**config.mk**
```make
export PLATFORM = sky130hd
export DESIGN_NAME = pic_core
export DESIGN_NICKNAME = d
export VERILOG_FILES = /design/src/rtl/pic_pkg.sv /design/src/rtl/pic_lowest.sv /design/src/rtl/pic_init_seq.sv /design/src/rtl/pic_cmd_dec.sv /design/src/rtl/pic_core.sv
export SDC_FILE = /design/constraint.sdc
export NUM_CORES = 1
export LEC_CHECK = 0
export BUFFER_PORTS_ARGS = -buffer_cell sky130_fd_sc_hd__buf_2
export CAP_MARGIN = 10
export CORE_ASPECT_RATIO = 1.4
export CORE_MARGIN = 3
export CORE_UTILIZATION = 51
export CTS_CLUSTER_DIAMETER = 30
export DETAILED_ROUTE_END_ITERATION = 10
export PLACE_DENSITY = 0.76
export SLEW_MARGIN = 10
export SYNTH_ARGS = -nofsm -noshare
export SYNTH_HDL_FRONTEND = slang
export SYNTH_SLANG_ARGS = --single-unit
```
**constraint.sdc**
```tcl
create_clock -name clk -period 2.5 [get_ports clk]
set_clock_uncertainty 0.1 [all_clocks]
set_input_delay 0.375 -clock clk [delete_from_list [all_inputs] [get_ports clk]]
set_output_delay 0.375 -clock clk [all_outputs]
set_load 0.03 [all_outputs]
```
**src/rtl/pic_pkg.sv**
```systemverilog
package pic_pkg;
  localparam int DW = 8;

  typedef enum logic [2:0] {
    SEQ_WAIT_ICW1 = 3'd0,
    SEQ_ICW2      = 3'd1,
    SEQ_ICW3      = 3'd2,
    SEQ_ICW4      = 3'd3,
    SEQ_READY     = 3'd4
  } pic_seq_e;
endpackage

```
**src/rtl/pic_lowest.sv**
```systemverilog
module pic_lowest #(
  parameter int N  = 8,
  localparam int IW = (N > 1) ? $clog2(N) : 1
) (
  input  logic [N-1:0]  vec,
  output logic [N-1:0]  onehot,
  output logic [IW-1:0] idx
);
  always_comb begin
    idx = '0;
    for (int i = N - 1; i >= 0; i--) begin
      if (vec[i]) idx = IW'(i);
    end
  end

  assign onehot = vec & (~vec + N'(1));
endmodule

```
**src/rtl/pic_init_seq.sv**
```systemverilog
module pic_init_seq
  import pic_pkg::*;
(
  input  logic          clk,
  input  logic          rst,
  input  logic          icw1_wr,
  input  logic          icw1_single,
  input  logic          icw1_ic4,
  input  logic          data_wr,
  input  logic [DW-1:0] wdata,
  output pic_seq_e      state_q,
  output logic [DW-1:0] base_q,
  output logic          mask_wr,
  output logic          ready
);
  logic single_q;
  logic ic4_q;

  always_ff @(posedge clk) begin
    if (rst) begin
      state_q  <= SEQ_WAIT_ICW1;
      single_q <= 1'b0;
      ic4_q    <= 1'b0;
      base_q   <= '0;
    end else if (icw1_wr) begin
      single_q <= icw1_single;
      ic4_q    <= icw1_ic4;
      state_q  <= SEQ_ICW2;
    end else if (data_wr) begin
      case (state_q)
        SEQ_ICW2: begin
          base_q <= wdata;
          if (!single_q)  state_q <= SEQ_ICW3;
          else if (ic4_q) state_q <= SEQ_ICW4;
          else            state_q <= SEQ_READY;
        end
        SEQ_ICW3: state_q <= ic4_q ? SEQ_ICW4 : SEQ_READY;
        SEQ_ICW4: state_q <= SEQ_READY;
        default:  state_q <= state_q;
      endcase
    end
  end

  assign ready   = (state_q == SEQ_READY);
  assign mask_wr = data_wr && ((state_q == SEQ_WAIT_ICW1) || (state_q == SEQ_READY));


  icw1_step_chk: assert property (@(posedge clk) disable iff (rst)
    icw1_wr |=> (state_q == SEQ_ICW2));


  single_skip_chk: assert property (@(posedge clk) disable iff (rst)
    (data_wr && !icw1_wr && state_q == SEQ_ICW2 && single_q) |=> (state_q != SEQ_ICW3));


  icw4_done_chk: assert property (@(posedge clk) disable iff (rst)
    (data_wr && !icw1_wr && state_q == SEQ_ICW4) |=> (state_q == SEQ_READY));
endmodule

```
**src/rtl/pic_cmd_dec.sv**
```systemverilog
module pic_cmd_dec
  import pic_pkg::*;
#(
  parameter int NUM_IRQ = 8,
  localparam int LW = (NUM_IRQ > 1) ? $clog2(NUM_IRQ) : 1
) (
  input  logic               clk,
  input  logic               rst,
  input  logic               cmd_wr,
  input  logic [DW-1:0]      wdata,
  input  logic [NUM_IRQ-1:0] isr_q,
  output logic [NUM_IRQ-1:0] eoi_clr,
  output logic               sel_wr,
  output logic               sel_isr
);
  logic is_ocw2, is_ocw3;
  logic f_rot, f_sl, f_eoi;
  logic [NUM_IRQ-1:0] lowest_isr;

  assign is_ocw2 = cmd_wr && !wdata[4] && !wdata[3];
  assign is_ocw3 = cmd_wr && !wdata[4] &&  wdata[3];

  assign f_rot = wdata[7];
  assign f_sl  = wdata[6];
  assign f_eoi = wdata[5];

  assign lowest_isr = isr_q & (~isr_q + NUM_IRQ'(1));

  always_comb begin
    eoi_clr = '0;
    if (is_ocw2 && f_eoi && !f_rot) begin
      if (f_sl) eoi_clr = NUM_IRQ'(1) << wdata[LW-1:0];
      else      eoi_clr = lowest_isr;
    end
  end

  assign sel_wr  = is_ocw3 && wdata[1];
  assign sel_isr = wdata[0];


  eoi_onehot_chk: assert property (@(posedge clk) disable iff (rst)
    $onehot0(eoi_clr));
endmodule

```
**src/rtl/pic_core.sv**
```systemverilog
module pic_core
  import pic_pkg::*;
#(
  parameter int NUM_IRQ = 8,
  localparam int IW = (NUM_IRQ > 1) ? $clog2(NUM_IRQ) : 1
) (
  input  logic               clk,
  input  logic               rst,
  input  logic               bus_addr,
  input  logic               bus_wr,
  input  logic [7:0]         bus_wdata,
  input  logic               bus_rd,
  output logic [7:0]         bus_rdata,
  input  logic [NUM_IRQ-1:0] req_set,
  input  logic [NUM_IRQ-1:0] req_clr,
  input  logic               intr_ack,
  output logic [7:0]         vector,
  output logic               pending
);
  logic [NUM_IRQ-1:0] irr_q, isr_q, imr_q;
  logic [NUM_IRQ-1:0] irr_n, isr_n, imr_n;
  logic               read_isr_q;
  logic [DW-1:0]      rdata_q, vector_q;
  logic               pending_q;

  logic wr0, wr1, icw1_wr;
  pic_seq_e seq_state;
  logic [DW-1:0] base;
  logic mask_wr, seq_ready;

  logic [NUM_IRQ-1:0] eligible, grant_oh, grant_bit;
  logic [IW-1:0]      grant_idx;
  logic               do_grant;

  logic [NUM_IRQ-1:0] eoi_clr;
  logic sel_wr, sel_isr;

  assign wr0     = bus_wr && !bus_addr;
  assign wr1     = bus_wr &&  bus_addr;
  assign icw1_wr = wr0 && bus_wdata[4];

  pic_init_seq u_seq (
    .clk         (clk),
    .rst         (rst),
    .icw1_wr     (icw1_wr),
    .icw1_single (bus_wdata[1]),
    .icw1_ic4    (bus_wdata[0]),
    .data_wr     (wr1),
    .wdata       (bus_wdata),
    .state_q     (seq_state),
    .base_q      (base),
    .mask_wr     (mask_wr),
    .ready       (seq_ready)
  );

  pic_cmd_dec #(.NUM_IRQ(NUM_IRQ)) u_dec (
    .clk     (clk),
    .rst     (rst),
    .cmd_wr  (wr0 && seq_ready),
    .wdata   (bus_wdata),
    .isr_q   (isr_q),
    .eoi_clr (eoi_clr),
    .sel_wr  (sel_wr),
    .sel_isr (sel_isr)
  );

  assign eligible = irr_q & ~imr_q;

  pic_lowest #(.N(NUM_IRQ)) u_grant (
    .vec    (eligible),
    .onehot (grant_oh),
    .idx    (grant_idx)
  );

  assign do_grant  = intr_ack && (|eligible);
  assign grant_bit = do_grant ? grant_oh : '0;

  always_comb begin
    irr_n = ((irr_q & ~grant_bit) | req_set) & ~req_clr;
    isr_n = (isr_q | grant_bit) & ~eoi_clr;
    imr_n = mask_wr ? bus_wdata[NUM_IRQ-1:0] : imr_q;
  end

  always_ff @(posedge clk) begin
    if (rst) begin
      irr_q      <= '0;
      isr_q      <= '0;
      imr_q      <= '0;
      read_isr_q <= 1'b0;
      rdata_q    <= '0;
      vector_q   <= '0;
      pending_q  <= 1'b0;
    end else begin
      irr_q     <= irr_n;
      isr_q     <= isr_n;
      imr_q     <= imr_n;
      pending_q <= |(irr_n & ~imr_n);
      if (sel_wr)   read_isr_q <= sel_isr;
      if (do_grant) vector_q   <= base + DW'(grant_idx);
      if (bus_rd) begin
        if (bus_addr)        rdata_q <= DW'(imr_q);
        else if (read_isr_q) rdata_q <= DW'(isr_q);
        else                 rdata_q <= DW'(irr_q);
      end
    end
  end

  assign bus_rdata = rdata_q;
  assign vector    = vector_q;
  assign pending   = pending_q;


  pend_chk: assert property (@(posedge clk) disable iff (rst)
    pending_q == (|(irr_q & ~imr_q)));


  ack_grant_chk: assert property (@(posedge clk) disable iff (rst)
    (intr_ack && (|(irr_q & ~imr_q)) && !bus_wr) |=> (|(isr_q & ~$past(isr_q))));


  clr_win_chk: assert property (@(posedge clk) disable iff (rst)
    (|req_clr) |=> ((irr_q & $past(req_clr)) == '0));


  mask_load_chk: assert property (@(posedge clk) disable iff (rst)
    (wr1 && seq_state == SEQ_READY) |=> (imr_q == $past(bus_wdata[NUM_IRQ-1:0])));
endmodule

```
==> results.sh, run 1 <==
export IMPL_design_die_area_sq_mm=0.00657
export IMPL_synth_edff_count=0
export IMPL_die_w_um=69.4
export IMPL_grt_start_max_net_pins=29
export IMPL_drv_cap=0
export IMPL_clock_latency_ns=0.31
export IMPL_core_area_sq_mm=0.00531
export IMPL_outcome="complete, no violations"
export IMPL_critPathRequiredTime_ns=2.64
export IMPL_rsz0062_at_grt="yes"
export IMPL_fp_dieH_um=94.7
export IMPL_r2r_start="imr_q[5]"
export IMPL_hold_end="irr_q[0]"
export IMPL_syn_nets=368
export IMPL_postCtsHoldBufs=0
export IMPL_clock_path_buffers=2
export IMPL_clockRootBuffer="clkbuf_8"
export IMPL_portBuffers=46
export IMPL_route_detailed_drc=0
export IMPL_cts_sinks=55
export IMPL_arrival_ns=2.55
export IMPL_vias=2592
export IMPL_grt_pass1_vias=2550
export IMPL_final_setup_tns_ns=0
export IMPL_synth_ff_type="dfxtp_1"
export IMPL_rows=31
export IMPL_grt_overflow_total=0
export IMPL_clk_pin_slew_ns=0.10
export IMPL_critPathMaxStageDelay_ns=0.35
export IMPL_drt_iter0_drc=174
export IMPL_rr_endpoint="vector[6]"
export IMPL_yosys_warnings=0
export IMPL_post_drt_wl_per_cell_um=16.6
export IMPL_syn_area_per_cell_sq_um=8.58
export IMPL_htree_levels=2
export IMPL_cts_tree="built"
export IMPL_diodes=0
export IMPL_min_from="req_clr[0]"
export IMPL_power_mw=1.92
export IMPL_pwr_density_cell_mw_per_mm2=568
export IMPL_dp_hpwl_um=5590
export IMPL_synth_top_area_share_pct=38.4
export IMPL_vias_per_cell=5.72
export IMPL_nets=420
export IMPL_max_freq_mhz=414
export IMPL_worst_path_max_delay_cell="dfxtp_2"
export IMPL_synth_cell_types=48
export IMPL_slew_headroom_pct=57.5
export IMPL_hold_viol=0
export IMPL_drive_gt1_share_pct=24.5
export IMPL_report_final_slew_viol_count=0
export IMPL_path_cells="and2b_2 > a21oi_2 > o21bai_1 > a21oi_1 > nor2_1 > ha_2 > inv_2 > fa_2 > nor2b_2 > o2111ai_2 > xor2_1 > a211oi_1"
export IMPL_drtPass1Iterations=4
export IMPL_grt_pass1_wl_um=12500
export IMPL_p_leak_nw=1.33
export IMPL_start_util_pct=53.9
export IMPL_min_delay_path_depth=2
export IMPL_gp_congestion=0.929
export IMPL_setup_worst_path_end_class="flop"
export IMPL_synth_area_leader_cell="dfxtp_1"
export IMPL_ios=47
export IMPL_ir_drop_mv=0.438
export IMPL_r2r_cells=12
export IMPL_worstPathMaxFanout=4
export IMPL_ant_nets=0
export IMPL_critPathTopFamily="compound AO/OA/AOI/OAI gates"
export IMPL_finalWorstPathRequiredPeriod_ns=2.41
export IMPL_reg2reg_slack_ns=0.09
export IMPL_grt_total_usage_pct=23.7
export IMPL_start_kind="flop"
export IMPL_drt_wl_total_um=7530
export IMPL_final_period_utilization_pct=96.6
export IMPL_critPathKind="flop to flop"
export IMPL_synth_area_top_cells="dfxtp_1 (38%), mux2i_1 (12%), nor2_1 (8.2%)"
export IMPL_antenna_found_initial=0
export IMPL_worst_slew_pin_slew_ns=0.634
export IMPL_hold_path_class="input port to flop"
export IMPL_setup_viol=0
export IMPL_ys_seq_area_share_pct=38.4
export IMPL_synth_cells=334
export IMPL_holdWs_ns=0.144
export IMPL_area_delta_synth_final_pct=17.9
export IMPL_cts_buffers_inserted=5
export IMPL_path_buf_inv=1
export IMPL_async_flop_share_pct=0
export IMPL_synth_seq_cells=55
export IMPL_synth_area_sq_mm=0.00287
[power by group]
| part | total [mW] | switching [mW] | internal, mW |
|---|---|---|---|
| logic | 0.354 | 0.212 | 0.142 |
| clock network | 0.621 | 0.296 | 0.325 |
| registers | 0.943 | 0.0296 | 0.914 |
| total | 1.92 | 0.538 | 1.38 |
[worst max-delay path by stage]
stage                     depth (start not counted)     start         to  slack (ns)
after floorplan                                  12  irr_q[7]  vector[6]        0.12
after global placement                            9  imr_q[5]  vector[7]        0.12
final                                            12  imr_q[5]  vector[6]        0.09
after CTS                                         9  imr_q[5]  vector[7]        0.02
after global routing                             12  imr_q[5]  vector[6]       -0.07
after detailed placement                          9  imr_q[5]  vector[7]        0.02
[cells by family (layout without fill, tap and decap cells)]
group / count (synthesis) / in the layout / synth area share, %
AOI/OAI and AO/OA: 62 / 62 / 14.8
adders and majority gates: 4 / 4 / 2.01
buffers and inverters: 24 / 77 / 3.53
muxes: 36 / 36 / 12.8
xor gates and xnor gates: 6 / 6 / 1.83
DFF: 55 / 55 / 38.4
and+or+nand+nor: 147 / 147 / 26.6
[layout make-up]
type,count,area [sq um]
Multi-Input combinational cell,255,1700
Sequential cell,55,1100
Fill cell,450,1940
Tap cell,66,82.6
Timing Repair Buffer,62,350
Clock inverter,2,35.0
Inverter,7,26.3
Clock buffer,6,82.6
[layout by cell type (no fill, tap or decap), drive strengths merged, types with 2 or more instances in the layout]
master / n
nand4b: 2
nand2: 22
nand3b: 2
nand3: 5
nor2: 63
inv: 7
o21ai: 13
a211oi: 9
dfxtp: 55
o21bai: 4
mux2i: 33
xor2: 2
a41oi: 5
nor2b: 19
nor3b: 2
ha: 3
xnor2: 4
a21oi: 13
nand4: 3
buf: 62
and2: 2
nor3: 13
nand2b: 5
clkbuf: 6
mux2: 3
nor4: 5
a31oi: 8
a32oi: 3
[registers in the layout (all words and copies together), names as in the netlist, 3 cells and up]
register	count
bus_rdata	8
u_seq.state_q	3
imr_q	8
isr_q	8
vector	8
u_seq.base_q	8
irr_q	8
[cells in the mapped netlist (2+ instances only)]
cell      instances
nand4_1           3
nand3b_1          2
nor2b_2           2
nor4_4            3
a211oi_1          9
dfxtp_1          55
a21oi_1          13
nor3_1           13
xnor2_1           4
nand2b_1          5
and2_1            2
a32oi_1           3
nor2_1           63
nor4_1            2
xor2_1            2
mux2i_1          33
clkbuf_1         12
nor2b_1          17
o21ai_0          13
o21bai_1          4
inv_1             6
ha_1              3
nand2_1          22
buf_2             3
mux2_1            2
nand4b_1          2
a41oi_1           4
nand3_1           5
a31oi_1           8
[stage by stage]
| step | worst slack (ns) | instance area [sq um] | cells | util, % |
|---|---|---|---|---|
| detailed placement | 0.0239 | 3220 | 444 | 60.5 |
| global placement | 0.117 | 3220 | 444 | 60.5 |
| floorplan | 0.117 | 2870 | 334 | - |
| global route | -0.0669 | 3380 | 453 | 63.6 |
| CTS | 0.0179 | 3330 | 452 | 62.8 |
| finish | 0.0855 | 3380 | 453 | 63.6 |
[routing by layer]
metal	part of all wire, %	track usage (%)	vias up
met5	0	0	-
met2	50	41.3	87
met1	41	28.0	1195
met4	4.3	11.1	0
li1	-	-	1283
met3	5.4	4.47	27
[timing repair]
item,4_1_cts,5_1_grt
setup buffers,0,1
gates resized for setup,0,16
endpoints found under the setup margin,0,5
Power figures use the tool's default switching activity.
==> run 2: changes to the inputs <==
Settings changed: CELL_PAD_IN_SITES_DETAIL_PLACEMENT from default to 1, CELL_PAD_IN_SITES_GLOBAL_PLACEMENT from default to 2, CORE_UTILIZATION 51 to 31, CTS_BUF_LIST from default to sky130_fd_sc_hd__clkbuf_2, PLACE_DENSITY 0.76 to default, PLACE_DENSITY_LB_ADDON from default to 0.1.
==> run 2 against run 1 <==
Compared with the run above: fmax increased by 1.8%; global-route usage decreased by 5.6 points; combinational power increased by 10%; first-iteration DRC count decreased by 47%; total power decreased by 11%; final area increased by 2.4%; routed wire length increased by 21%; worst setup slack improved by 0.043 ns; worst hold slack got worse by 0.13 ns; cell count increased by 11%; die area increased by 59%; largest cell class unchanged.
==> results.sh, run 2 (synthesis gave the netlist of run 1 again) <==
export IMPL_pwr_density_cell_mw_per_mm2=494
export IMPL_final_setup_tns_ns=0
export IMPL_diodes=0
export IMPL_worstPathMaxFanout=3
export IMPL_path_buf_inv=1
export IMPL_final_common_cell="nor2_1"
export IMPL_gp_congestion=0.776
export IMPL_drt_iter0_drc=92
export IMPL_n_fill_cell=1062
export IMPL_setup_viol=0
export IMPL_start_util_pct=32.5
export IMPL_worst_slew_pin_slew_ns=0.634
export IMPL_drt_wl_total_um=9090
export IMPL_crit_top_cell="nor2b_2"
export IMPL_arrival_ns=2.65
export IMPL_design_die_area_sq_mm=0.0105
export IMPL_rr_endpoint="vector[4]"
export IMPL_worst_path_max_delay_cell="dfxtp_1"
export IMPL_path_cells="nor2b_2 > buf_4 > nor4_4 > nor2b_1 > ha_1 > nor2b_2 > o21ai_0 > xor2_1 > a211oi_2"
export IMPL_rows=40
export IMPL_dp_hpwl_um=7210
export IMPL_fp_dieH_um=120
export IMPL_ios=47
export IMPL_critPathMaxStageDelay_ns=0.39
export IMPL_grt_overflow_total=0
export IMPL_r2r_cells=9
export IMPL_ant_nets=0
export IMPL_clockRootBuffer="clkbuf_2"
export IMPL_core_area_sq_mm=0.00881
export IMPL_htree_levels=2
export IMPL_vias_per_cell=5.14
export IMPL_post_drt_wl_per_cell_um=18.0
export IMPL_placed_cell_area_sq_mm=0.00339
export IMPL_grt_total_usage_pct=18.1
export IMPL_ir_drop_mv=0.234
export IMPL_route_detailed_drc=0
export IMPL_hold_viol=0
export IMPL_critPathKind="flop to flop"
export IMPL_hold_path_class="input port to flop"
export IMPL_critPathRequiredTime_ns=2.78
export IMPL_outcome="complete, no violations"
export IMPL_critPathTopFamily="simple AND/OR/NAND/NOR gates"
export IMPL_endpoint="vector[4]"
export IMPL_max_freq_mhz=422
export IMPL_grt_pass1_vias=2722
export IMPL_portBuffers=46
export IMPL_critPathLaunch="irr_q[1]"
export IMPL_grt_pass1_wl_um=14500
export IMPL_fin_area_sq_mm=0.00346
export IMPL_grt_start_max_net_pins=31
export IMPL_final_period_utilization_pct=94.9
export IMPL_vias=2597
export IMPL_slew_headroom_pct=57.7
export IMPL_cp_depth=9
export IMPL_setup_worst_path_end_class="flop"
export IMPL_drv_cap=0
export IMPL_rsz0062_at_grt="yes"
export IMPL_clock_latency_ns=0.49
export IMPL_p_leak_nw=1.37
export IMPL_cts_buffers_inserted=5
export IMPL_die_w_um=87.3
export IMPL_min_from="req_clr[5]"
export IMPL_antenna_found_initial=0
export IMPL_cts_tree="built"
export IMPL_drtPass1Iterations=4
export IMPL_report_final_slew_viol_count=0
export IMPL_drive_gt1_share_pct=25.5
export IMPL_reg2reg_slack_ns=0.13
export IMPL_finalWorstPathRequiredPeriod_ns=2.37
export IMPL_cts_sinks=55
export IMPL_mostFrequentLayoutCells="nor2_1 (63), dfxtp_1 (51), buf_2 (46)"
export IMPL_area_delta_synth_final_pct=20.7
export IMPL_nets=433
export IMPL_start_kind="flop"
export IMPL_clk_pin_slew_ns=0.28
export IMPL_clock_path_buffers=2
export IMPL_r2r_start="irr_q[1]"
## run 2: worst min path at each step
stage / endpoint / slack, ns / depth (start not counted)
2_1_floorplan: u_seq.single_q / 0.35 / 2
3_3_place_gp: bus_rdata[6] / 0.38 / 2
3_5_place_dp: bus_rdata[7] / 0.38 / 2
4_1_cts: irr_q[4] / 0.001 / 4
5_1_grt: irr_q[2] / 0.006 / 3
6_report: irr_q[5] / 0.02 / 4
## run 2: routing by layer
| layer | track usage [%] | part of all wire (%) | up-vias |
|---|---|---|---|
| met1 | 21.6 | 43 | 1236 |
| met3 | 2.68 | 2.5 | 14 |
| li1 | - | - | 1312 |
| met5 | 0 | 0 | - |
| met4 | 6.81 | 2.8 | 0 |
| met2 | 31.9 | 51 | 35 |
## run 2: timing repair
action | in CTS | in global routing
resized for setup | 1 | 9
hold buffers | 1 | 0
pin swaps | 0 | 1
setup endpoints to repair | 1 | 5
hold endpoints to repair | 1 | 0
setup buffers | 0 | 0
## run 2: metrics by stage
stage	power, mW	utilization, %	hold WS, ns	std cells	setup WS, ns
2_1_floorplan	1.19	-	0.350	334	0.117
3_3_place_gp	1.35	38.5	0.376	496	0.0627
3_5_place_dp	1.35	38.5	0.383	496	0.0270
4_1_cts	1.74	39.1	0.00102	505	0.0189
5_1_grt	1.81	39.3	0.00591	505	-0.0658
6_report	1.71	39.3	0.0190	505	0.128
## run 2: tightest hold or removal path, stage by stage
cell	delay [ns]
buf_2	0.09
nor2_1	0.05
nand2_1	0.06
nor2_1	0.03
## run 2: power by group
group	internal, mW	leakage, nW	switching [mW]
Clock	0.0759	0.0330	0.296
Sequential	0.918	0.449	0.0293
Combinational	0.163	0.892	0.227
## run 2: layout make-up
type	count	area [sq um]	share of cell area, %
Tap cell	105	131	3.80
Clock buffer	7	35.0	1.01
Multi-Input combinational cell	255	1680	48.6
Sequential cell	55	1110	32.0
Clock inverter	1	5.00	0.145
Timing Repair Buffer	75	475	13.7
Inverter	7	26.3	0.759
==> run 3: changes to the inputs <==
Settings changed: RECOVER_POWER from default to 25.
==> run 3 against run 2 <==
Compared with the run above: worst setup slack got worse by 0.030 ns; die area did not move; critical path depth shrank 3; utilization down 0.27 points; register-to-register slack worse by 0.03 ns; sequential share of layout area is 0.22 points higher; non-clock buffer count unchanged; clock-buffer cell count unchanged; largest cell class unchanged; largest power group unchanged.
==> results.sh, run 3 (synthesis gave the netlist of run 1 again) <==
export IMPL_clock_latency_ns=0.49
export IMPL_final_period_utilization_pct=96.1
export IMPL_die_w_um=87.3
export IMPL_path_cells="and4bb_1 > clkbuf_1 > mux2_4 > o32ai_2 > a211oi_1 > a41oi_2"
export IMPL_diodes=0
export IMPL_ios=47
export IMPL_setup_viol=0
export IMPL_grt_total_usage_pct=18.1
export IMPL_hold_path_class="input port to flop"
export IMPL_outcome="complete, no violations"
export IMPL_dp_hpwl_um=7210
export IMPL_cp_depth=6
export IMPL_cts_sinks=55
export IMPL_r2r_cells=6
export IMPL_fp_dieH_um=120
export IMPL_rows=40
export IMPL_clock_path_buffers=2
export IMPL_ir_drop_mv=0.233
export IMPL_mostFrequentLayoutCells="nor2_1 (63), dfxtp_1 (51), buf_2 (46)"
export IMPL_max_freq_mhz=416
export IMPL_grt_overflow_total=0
export IMPL_hold_viol=0
export IMPL_start_kind="flop"
export IMPL_post_drt_wl_per_cell_um=18.0
export IMPL_post_cts_setup_buffers=0
export IMPL_clk_pin_slew_ns=0.26
export IMPL_worst_slew_pin_slew_ns=0.821
export IMPL_grt_pass1_vias=2722
export IMPL_slew_headroom_pct=45.2
export IMPL_cts_buffers_inserted=5
export IMPL_drtPass1Iterations=4
export IMPL_path_buf_inv=1
export IMPL_route_detailed_drc=0
export IMPL_htree_levels=2
export IMPL_rsz0062_at_grt="yes"
export IMPL_cts_tree="built"
export IMPL_critPathTopFamily="compound AO/OA/AOI/OAI gates"
export IMPL_design_die_area_sq_mm=0.0105
export IMPL_critPathRequiredTime_ns=2.82
export IMPL_portBuffers=46
export IMPL_min_delay_path_depth=4
export IMPL_area_delta_synth_final_pct=19.9
export IMPL_placed_cell_area_sq_mm=0.00339
export IMPL_drt_wl_total_um=9090
export IMPL_core_area_sq_mm=0.00881
export IMPL_fin_area_sq_mm=0.00344
export IMPL_report_final_slew_viol_count=0
export IMPL_grt_pass1_wl_um=14500
export IMPL_drive_gt1_share_pct=24.8
export IMPL_start_util_pct=32.5
export IMPL_p_leak_nw=1.36
export IMPL_antenna_found_initial=0
export IMPL_final_common_cell="nor2_1"
export IMPL_power_mw=1.70
export IMPL_ant_nets=0
export IMPL_worstPathMaxFanout=8
export IMPL_arrival_ns=2.73
export IMPL_worst_path_max_delay_cell="clkbuf_1"
export IMPL_finalWorstPathRequiredPeriod_ns=2.40
export IMPL_gp_congestion=0.776
export IMPL_pwr_density_cell_mw_per_mm2=495
export IMPL_clockRootBuffer="clkbuf_2"
export IMPL_vias=2609
export IMPL_drt_iter0_drc=79
export IMPL_critPathKind="flop to flop"
export IMPL_critPathMaxStageDelay_ns=0.53
export IMPL_grt_start_max_net_pins=31
export IMPL_setup_worst_path_end_class="flop"
export IMPL_vias_per_cell=5.17
export IMPL_nets=433
export IMPL_drv_cap=0
==> run 3: repair_timing <==
item,4_1_cts,5_1_grt
resized for setup,1,9
hold endpoints to repair,1,0
hold buffers,1,0
pin swaps,0,1
setup endpoints to repair,1,5
==> run 3: metrics by stage <==
stage	setup slack, ns	util, %	hold WS, ns	cells	setup TNS [ns]
floorplan	0.117	-	0.350	334	0
global placement	0.0627	38.5	0.376	496	0
detailed placement	0.0270	38.5	0.383	496	0
CTS	0.0189	39.1	0.00102	505	0
global route	-0.0658	39.0	0.00591	505	-0.152
finish	0.0982	39.0	0.0196	505	0
==> run 3: final cells by class <==
class                           count  area, sq um
Tap cell                          105          131
Multi-Input combinational cell    255         1680
Timing Repair Buffer               75          452
Fill cell                        1067         5370
Sequential cell                    55         1110
Clock inverter                      1         5.00
Clock buffer                        7         35.0
Inverter                            7         26.3
==> run 3: power breakdown <==
part / switching [mW] / total (mW) / internal (mW)
Combinational: 0.226 / 0.384 / 0.157
Clock: 0.295 / 0.371 / 0.0759
Sequential: 0.0294 / 0.947 / 0.918
Total: 0.551 / 1.70 / 1.15
==> run 3: worst min-delay path: cells and delay by family <==
| family | cells | cell delay, ns |
|---|---|---|
| buffers and inverters | 1 | 0.09 |
| and+or+nand+nor | 3 | 0.14 |
==> run 3: path summary, 6_finish.rpt <==
| path | startpoint | end | slack [ns] |
|---|---|---|---|
| hold / removal | req_clr[5] | irr_q[5] | 0.02 |
| setup reg to reg | u_seq.state_q[1] | pending | 0.1 |
| setup / recovery | u_seq.state_q[1] | pending | 0.1 |
| hold reg to reg | u_seq.ic4_q | u_seq.ic4_q | 0.43 |
==> run 3: layer usage <==
layer | up-vias | routed length [um] | track usage [%]
met5 | - | 0 | 0
met4 | 0 | 258 | 6.81
met3 | 14 | 231 | 2.68
met2 | 36 | 4640 | 31.9
met1 | 1247 | 3960 | 21.6
li1 | 1312 | - | -
